===== config.mk =====
export PLATFORM = sky130hd
export DESIGN_NAME = cr_pll_loop
export DESIGN_NICKNAME = d
export VERILOG_FILES = /design/src/rtl/cr_pkg.sv /design/src/rtl/cr_mixer.sv /design/src/rtl/cr_lowpass.sv /design/src/rtl/cr_loop_filter.sv /design/src/rtl/cr_gain_stage.sv /design/src/rtl/cr_pll_loop.sv
export SDC_FILE = /design/constraint.sdc
export NUM_CORES = 2
export LEC_CHECK = 0
export BUFFER_PORTS_ARGS = -buffer_cell sky130_fd_sc_hd__clkbuf_2
export CAP_MARGIN = 20
export CORE_MARGIN = 1.5
export CORE_UTILIZATION = 60
export DETAILED_ROUTE_END_ITERATION = 12
export PLACE_DENSITY = 0.85
export SYNTH_ARGS = -nofsm -noshare
export SYNTH_HDL_FRONTEND = slang
export SYNTH_SLANG_ARGS = --single-unit

===== constraint.sdc =====
create_clock -name clk -period 7.1 [get_ports clk]
set_clock_uncertainty 0.1 [all_clocks]
set_input_delay 0.71 -clock clk [delete_from_list [all_inputs] [get_ports clk]]
set_output_delay 0.71 -clock clk [all_outputs]
set_load 0.03 [all_outputs]

===== src/rtl/cr_pkg.sv =====
`timescale 1ns/1ps
package cr_pkg;
  localparam int unsigned CR_DW = 16;
  localparam int unsigned CR_FB = CR_DW - 1;
  localparam int unsigned CR_PW = 2 * CR_DW + 2;
  localparam int unsigned CR_BR = 2;

  typedef logic signed [CR_DW-1:0] smp_t;
  typedef logic signed [CR_PW-1:0] wide_t;

  typedef struct packed {
    smp_t i;
    smp_t q;
  } iq_t;

  localparam wide_t SMP_MAX = (wide_t'(1) <<< CR_FB) - wide_t'(1);
  localparam wide_t SMP_MIN = -(wide_t'(1) <<< CR_FB);

  function automatic wide_t wx(input smp_t a);
    return wide_t'(a);
  endfunction

  function automatic smp_t sat(input wide_t v);
    if (v > SMP_MAX) return smp_t'(SMP_MAX);
    if (v < SMP_MIN) return smp_t'(SMP_MIN);
    return smp_t'(v);
  endfunction

  function automatic smp_t rnd_mul(input wide_t p);
    wide_t r;
    r = (p + (wide_t'(1) <<< (CR_FB - 1))) >>> CR_FB;
    return sat(r);
  endfunction
endpackage


===== src/rtl/cr_mixer.sv =====
`timescale 1ns/1ps
module cr_mixer
  import cr_pkg::*;
(
  input  logic clk,
  input  logic rst_n,
  input  logic en,
  input  smp_t x,
  input  smp_t lo_cos,
  input  smp_t lo_sin,
  output iq_t  mix
);
  iq_t mix_d, mix_q;

  always_comb begin
    mix_d.i = rnd_mul(wx(x) * wx(lo_cos));
    mix_d.q = rnd_mul(wx(x) * wx(lo_sin));
  end

  always_ff @(posedge clk or negedge rst_n) begin
    if (!rst_n) begin
      mix_q <= '0;
    end else if (en) begin
      mix_q <= mix_d;
    end
  end

  assign mix = mix_q;
endmodule


===== src/rtl/cr_lowpass.sv =====
`timescale 1ns/1ps
module cr_lowpass
  import cr_pkg::*;
#(
  parameter int unsigned SHIFT = 2
) (
  input  logic clk,
  input  logic rst_n,
  input  logic en,
  input  smp_t x,
  output smp_t y
);
  smp_t  st_d, st_q;
  wide_t diff;

  always_comb begin
    diff = wx(x) - wx(st_q);
    st_d = sat(wx(st_q) + (diff >>> SHIFT));
  end

  always_ff @(posedge clk or negedge rst_n) begin
    if (!rst_n) begin
      st_q <= '0;
    end else if (en) begin
      st_q <= st_d;
    end
  end

  assign y = st_q;
endmodule


===== src/rtl/cr_loop_filter.sv =====
`timescale 1ns/1ps
module cr_loop_filter
  import cr_pkg::*;
(
  input  logic clk,
  input  logic rst_n,
  input  logic en,
  input  smp_t err,
  input  smp_t alpha,
  output smp_t y
);
  wide_t beta;
  smp_t  fwd_term, fb_term;
  smp_t  y_d, y_q;

  always_comb begin
    beta     = (wide_t'(1) <<< CR_FB) - wx(alpha);
    fwd_term = rnd_mul(beta * wx(err));
    fb_term  = rnd_mul(wx(alpha) * wx(y_q));
    y_d      = sat(wx(fwd_term) + wx(fb_term));
  end

  always_ff @(posedge clk or negedge rst_n) begin
    if (!rst_n) begin
      y_q <= '0;
    end else if (en) begin
      y_q <= y_d;
    end
  end

  assign y = y_q;
endmodule


===== src/rtl/cr_gain_stage.sv =====
`timescale 1ns/1ps
module cr_gain_stage
  import cr_pkg::*;
(
  input  logic clk,
  input  logic rst_n,
  input  logic en,
  input  smp_t y,
  input  smp_t gain,
  output smp_t ofs
);
  smp_t ofs_d, ofs_q;

  always_comb begin
    ofs_d = rnd_mul(wx(gain) * wx(y));
  end

  always_ff @(posedge clk or negedge rst_n) begin
    if (!rst_n) begin
      ofs_q <= '0;
    end else if (en) begin
      ofs_q <= ofs_d;
    end
  end

  assign ofs = ofs_q;
endmodule


===== src/rtl/cr_pll_loop.sv =====
`timescale 1ns/1ps
module cr_pll_loop
  import cr_pkg::*;
#(
  parameter int unsigned LPF_SHIFT = 2
) (
  input  logic                    clk,
  input  logic                    rst_n,
  input  logic                    in_valid,
  input  logic signed [CR_DW-1:0] in_sample,
  input  logic signed [CR_DW-1:0] nco_cos,
  input  logic signed [CR_DW-1:0] nco_sin,
  input  logic signed [CR_DW-1:0] alpha_q15,
  input  logic signed [CR_DW-1:0] gain_q15,
  output logic                    out_valid,
  output logic signed [CR_DW-1:0] phase_ofs,
  output logic signed [CR_DW-1:0] lock_i,
  output logic signed [CR_DW-1:0] lock_q
);
  localparam int unsigned PIPE_LAT = 4;
  localparam int unsigned SYNC_LEN = 2;

  // reset: asserted at once, released after SYNC_LEN clocks
  logic [SYNC_LEN-1:0] rsync_q;
  logic                rst_q;

  always_ff @(posedge clk or negedge rst_n) begin
    if (!rst_n) begin
      rsync_q <= '0;
    end else begin
      rsync_q <= {rsync_q[SYNC_LEN-2:0], 1'b1};
    end
  end

  assign rst_q = rsync_q[SYNC_LEN-1];

  // one valid bit per stage: mix, low-pass, loop filter, gain
  logic [PIPE_LAT-1:0] vpipe_d, vpipe_q;

  always_comb begin
    vpipe_d = {vpipe_q[PIPE_LAT-2:0], in_valid};
  end

  always_ff @(posedge clk or negedge rst_q) begin
    if (!rst_q) begin
      vpipe_q <= '0;
    end else begin
      vpipe_q <= vpipe_d;
    end
  end

  // stage 1: mixing
  iq_t mix;

  cr_mixer i_mixer (
    .clk    (clk),
    .rst_n  (rst_q),
    .en     (in_valid),
    .x      (in_sample),
    .lo_cos (nco_cos),
    .lo_sin (nco_sin),
    .mix    (mix)
  );

  // stage 2: one low-pass per branch (0 = in-phase, 1 = quadrature)
  smp_t mix_br [CR_BR];
  smp_t lpf_br [CR_BR];

  assign mix_br[0] = mix.i;
  assign mix_br[1] = mix.q;

  for (genvar b = 0; b < CR_BR; b++) begin : g_branch
    cr_lowpass #(
      .SHIFT (LPF_SHIFT)
    ) i_lpf (
      .clk   (clk),
      .rst_n (rst_q),
      .en    (vpipe_q[0]),
      .x     (mix_br[b]),
      .y     (lpf_br[b])
    );
  end

  // stage 3: phase detection and loop filter
  smp_t err_c;
  smp_t loop_y;

  always_comb begin
    err_c = sat(-wx(lpf_br[1]));
  end

  cr_loop_filter i_loop (
    .clk   (clk),
    .rst_n (rst_q),
    .en    (vpipe_q[1]),
    .err   (err_c),
    .alpha (alpha_q15),
    .y     (loop_y)
  );

  // stage 4: loop gain
  cr_gain_stage i_gain (
    .clk   (clk),
    .rst_n (rst_q),
    .en    (vpipe_q[2]),
    .y     (loop_y),
    .gain  (gain_q15),
    .ofs   (phase_ofs)
  );

  // filtered branch values carried along with their sample
  iq_t al3_d, al3_q, al4_q;

  always_comb begin
    al3_d.i = lpf_br[0];
    al3_d.q = lpf_br[1];
  end

  always_ff @(posedge clk or negedge rst_q) begin
    if (!rst_q) begin
      al3_q <= '0;
    end else if (vpipe_q[1]) begin
      al3_q <= al3_d;
    end
  end

  always_ff @(posedge clk or negedge rst_q) begin
    if (!rst_q) begin
      al4_q <= '0;
    end else if (vpipe_q[2]) begin
      al4_q <= al3_q;
    end
  end

  assign lock_i    = al4_q.i;
  assign lock_q    = al4_q.q;
  assign out_valid = vpipe_q[PIPE_LAT-1];
endmodule


==> metrics.txt <==
# TYPE chip_impl_metric gauge
chip_impl_metric{name="area_of_the_die",unit="mm2"} 0.0971
chip_impl_metric{name="yosys.cell_types.count",unit=""} 78
chip_impl_info{name="post-synth-top-area-cell",value="sky130_fd_sc_hd__fa_1"} 1
chip_impl_metric{name="postRouteAntennaNets",unit=""} 0
chip_impl_metric{name="syn_nets",unit=""} 8151
chip_impl_metric{name="synthesis.area_per_instance",unit="um2"} 9.10
chip_impl_metric{name="flow.area_growth_from_synthesis",unit="%"} 15.9
chip_impl_metric{name="cts_num_sinks",unit=""} 166
chip_impl_metric{name="setup_viol",unit=""} 16
chip_impl_metric{name="netlist_instances",unit=""} 6278
chip_impl_metric{name="global_route.overflow_total",unit=""} 0
chip_impl_info{name="crit_path_start_kind",value="flop"} 1
chip_impl_metric{name="port_buffers",unit=""} 131
chip_impl_info{name="ys_top_cells_by_area",value="sky130_fd_sc_hd__fa_1, sky130_fd_sc_hd__ha_1, sky130_fd_sc_hd__inv_1, sky130_fd_sc_hd__dfrtp_1, sky130_fd_sc_hd__nand2_1"} 1
chip_impl_metric{name="antenna-diode-count",unit=""} 0
chip_impl_metric{name="hold_viol",unit=""} 0
chip_impl_metric{name="yosysSeqAreaShare",unit="%"} 7.27
chip_impl_info{name="hold_path_class",value="flop to async pin"} 1
chip_impl_metric{name="post-synth-top-area-fraction",unit="%"} 44.8
chip_impl_metric{name="fin_ws",unit="ns"} -4.02
chip_impl_metric{name="pin_count_of_the_biggest_net_entering_global_routing",unit=""} 64
chip_impl_info{name="violated_checks",value="negative setup slack"} 1
chip_impl_metric{name="place_area",unit="mm2"} 0.0644
chip_impl_metric{name="finalNetCount",unit=""} 8814
chip_impl_metric{name="numCtsBuffers",unit=""} 17
chip_impl_metric{name="yosys_warnings",unit=""} 0
chip_impl_metric{name="top_level_ports",unit=""} 132
chip_impl_metric{name="grt_pass1_wl",unit="um"} 252000
chip_impl_metric{name="yosys_register_bits",unit=""} 166
chip_impl_metric{name="critPathRequiredTime",unit="ns"} 7.34
chip_impl_info{name="result_of_the_run",value="finished, violations left"} 1
chip_impl_metric{name="cpPeakStageDelay",unit="ns"} 0.52
chip_impl_info{name="crit_path_frequent_cell",value="sky130_fd_sc_hd__fa_1"} 1
chip_impl_metric{name="post_synth_instance_area",unit="mm2"} 0.0571
chip_impl_metric{name="worstPathMaxFanout",unit=""} 8
chip_impl_metric{name="antenna_found_initial",unit=""} 13
chip_impl_metric{name="max-slew-margin-rel",unit="%"} 28.1
chip_impl_metric{name="timing_worst_slew_pin_value",unit="ns"} 1.08
chip_impl_metric{name="initial_util",unit="%"} 60.3
chip_impl_metric{name="post-route-period-util",unit="%"} 157
chip_impl_metric{name="drtPass1Iterations",unit=""} 6
chip_impl_metric{name="detailedRoute.firstIterationViolations",unit=""} 3274
chip_impl_metric{name="fillCellCount",unit=""} 6629
chip_impl_info{name="timing.critical_path.max_delay_family",value="adder cells"} 1
chip_impl_metric{name="multi_input_area",unit="mm2"} 0.0475
chip_impl_metric{name="register_area",unit="mm2"} 0.00417
chip_impl_metric{name="postRouteWirelength",unit="um"} 152000
chip_impl_metric{name="fraction_of_layout_instances_using_a_drive_strength_above_1",unit="%"} 17.0
chip_impl_metric{name="die_x",unit="um"} 312
chip_impl_metric{name="route.detailed.vias_per_inst",unit=""} 5.55
chip_impl_info{name="synthFlopType",value="sky130_fd_sc_hd__dfrtp_1"} 1
chip_impl_metric{name="avgRoutedWirePerCell",unit="um"} 18.5
chip_impl_metric{name="async_flop_share",unit="%"} 100
chip_impl_metric{name="crit_cells",unit=""} 50
chip_impl_metric{name="cap_violations",unit=""} 0
chip_impl_metric{name="detailed_place_hpwl",unit="um"} 128000
chip_impl_metric{name="timing_max_transition_violations_final",unit=""} 0
chip_impl_info{name="slowest_stage",value="sky130_fd_sc_hd__or4bb_1"} 1
chip_impl_metric{name="globalRouteTotalUtil",unit="%"} 32.4
chip_impl_info{name="endpoint_kind",value="flop"} 1
chip_impl_metric{name="fmax",unit="GHz"} 0.0899
chip_impl_metric{name="die_height",unit="um"} 312
chip_impl_metric{name="clk-insertion-delay-late",unit="ns"} 0.51
chip_impl_metric{name="synth_edf_count",unit=""} 0
chip_impl_info{name="clk_root_buffer_cell",value="sky130_fd_sc_hd__clkbuf_16"} 1
chip_impl_metric{name="clkSlewWorstSetupHoldPaths",unit="ns"} 0.10
chip_impl_metric{name="vias_in_the_first_global_route",unit=""} 51234
chip_impl_metric{name="max-clock-path-buffers",unit=""} 2
chip_impl_metric{name="ff2ff_path_depth",unit=""} 50
chip_impl_metric{name="crit_arrival",unit="ns"} 11.37
chip_impl_metric{name="cp.buffers_inverters",unit=""} 12
chip_impl_info{name="timing_worst_setup_path_type",value="flop to flop"} 1
chip_impl_metric{name="core_area",unit="mm2"} 0.0947
chip_impl_metric{name="core.rowCount",unit=""} 113
chip_impl_metric{name="stdcell_area",unit="mm2"} 0.0662
chip_impl_metric{name="remaining_drc_errors",unit=""} 0
chip_impl_metric{name="final.min_clock_period",unit="ns"} 11.12
chip_impl_metric{name="cts_htree_levels",unit=""} 4
chip_impl_metric{name="vias",unit=""} 45604
chip_impl_info{name="rsz_0062_raised_after_global_routing",value="true"} 1
chip_impl_info{name="tritoncts_clock_tree",value="done"} 1
chip_impl_metric{name="routability_congestion",unit=""} 0.979
[cell families (layout without fill, tap and decap cells)]
kind of cell	after synthesis	after routing	share of synthesized area, %
xor gates and xnor gates	213	213	3.26
other	1	1	0.00656
and+or+nand+nor	1714	1714	14.0
DFF	166	166	7.27
adders and majority gates	1793	1793	56.1
buffers and inverters	1712	2388	11.3
AOI/OAI and AO/OA	608	608	6.76
muxes	71	71	1.40
[repair_timing]
action                                  4_1_cts  5_1_grt
resized for setup                            64      136
pin swaps                                    46       56
buffers inserted                             17       22
endpoints found under the setup margin       32       62
hold endpoints to repair                      2        0
hold buffers                                  1        0
gates cloned                                  2        4
[registers in the layout, indices dropped and copies added (netlist names)]
| name | cells |
|---|---|
| i_gain.ofs | 16 |
| lock_q | 16 |
| i_loop.y | 16 |
| vpipe_q | 4 |
| g_branch.i_lpf.y | 32 |
| al3_q | 32 |
| lock_i | 16 |
| rsync_q | 2 |
| i_mixer.mix | 32 |
[metal layers]
layer  part of all wire [%]  GRT usage [%]  up-vias
met4                    5.2           14.0       22
met2                     51           57.5     1852
met3                    6.7           4.49      569
met1                     37           39.5    22967
met5                   0.10              0        -
li1                       -              -    20194
[path summary, 6_finish.rpt]
| path | startpoint | to | slack, ns |
|---|---|---|---|
| worst max-delay path | g_branch[1].i_lpf.y[1] | i_loop.y[12] | -4.02 |
| worst max register to register | g_branch[1].i_lpf.y[1] | i_loop.y[12] | -4.02 |
| worst min-delay path | rsync_q[1] | i_mixer.mix[7] | 0.24 |
| max in group asynchronous | rsync_q[1] | i_loop.y[7] | 5.16 |
| min in group clk | rsync_q[0] | rsync_q[1] | 0.27 |
| worst min register to register | rsync_q[1] | i_mixer.mix[7] | 0.24 |
[final cells by class]
cell class,instances,area share [%]
multi-input combinational,4400,71.7
sequential,166,6.29
clock inverter,15,0.276
timing repair buffer,892,10.4
inverter,1464,8.30
tap,1265,2.39
clock buffer,17,0.642
[synthesized netlist by cell type (all sizes together), types with 63 or more instances]
library cell,n
inv,1464
a21o,63
clkbuf,229
fa,1279
and2,363
xor2,67
a21oi,182
mux2,70
ha,511
nand2b,79
o21ai,140
xnor2,146
dfrtp,166
nor2,266
nand2,806
[placed cells by master (no fill, tap or decap), drive strengths merged, types with 42 or more instances in the layout]
cell       n
a21o      63
a21oi    182
and2     363
buf      761
clkbuf   146
dfrtp    166
fa      1279
ha       511
inv     1470
mux2      70
nand2    806
nand2b    79
nand3     42
nor2     266
o21ai    140
o22ai     44
xnor2    146
xor2      67
[stage by stage]
step	instances	setup TNS, ns	hold slack [ns]	setup slack [ns]	util (%)
after CTS	8193	-57.76	0.260	-3.68	69.1
after global routing	8219	-69.66	0.284	-4.39	69.9
after floorplan	6278	-59.74	0.231	-3.81	-
final	8219	-62.69	0.238	-4.02	69.9
after global placement	8141	-65.96	0.236	-3.75	68.0
after detailed placement	8141	-79.67	0.244	-4.05	68.0
Power is not shown: default switching activity piles up to over one toggle a cycle in this logic, so the estimate is an artifact.
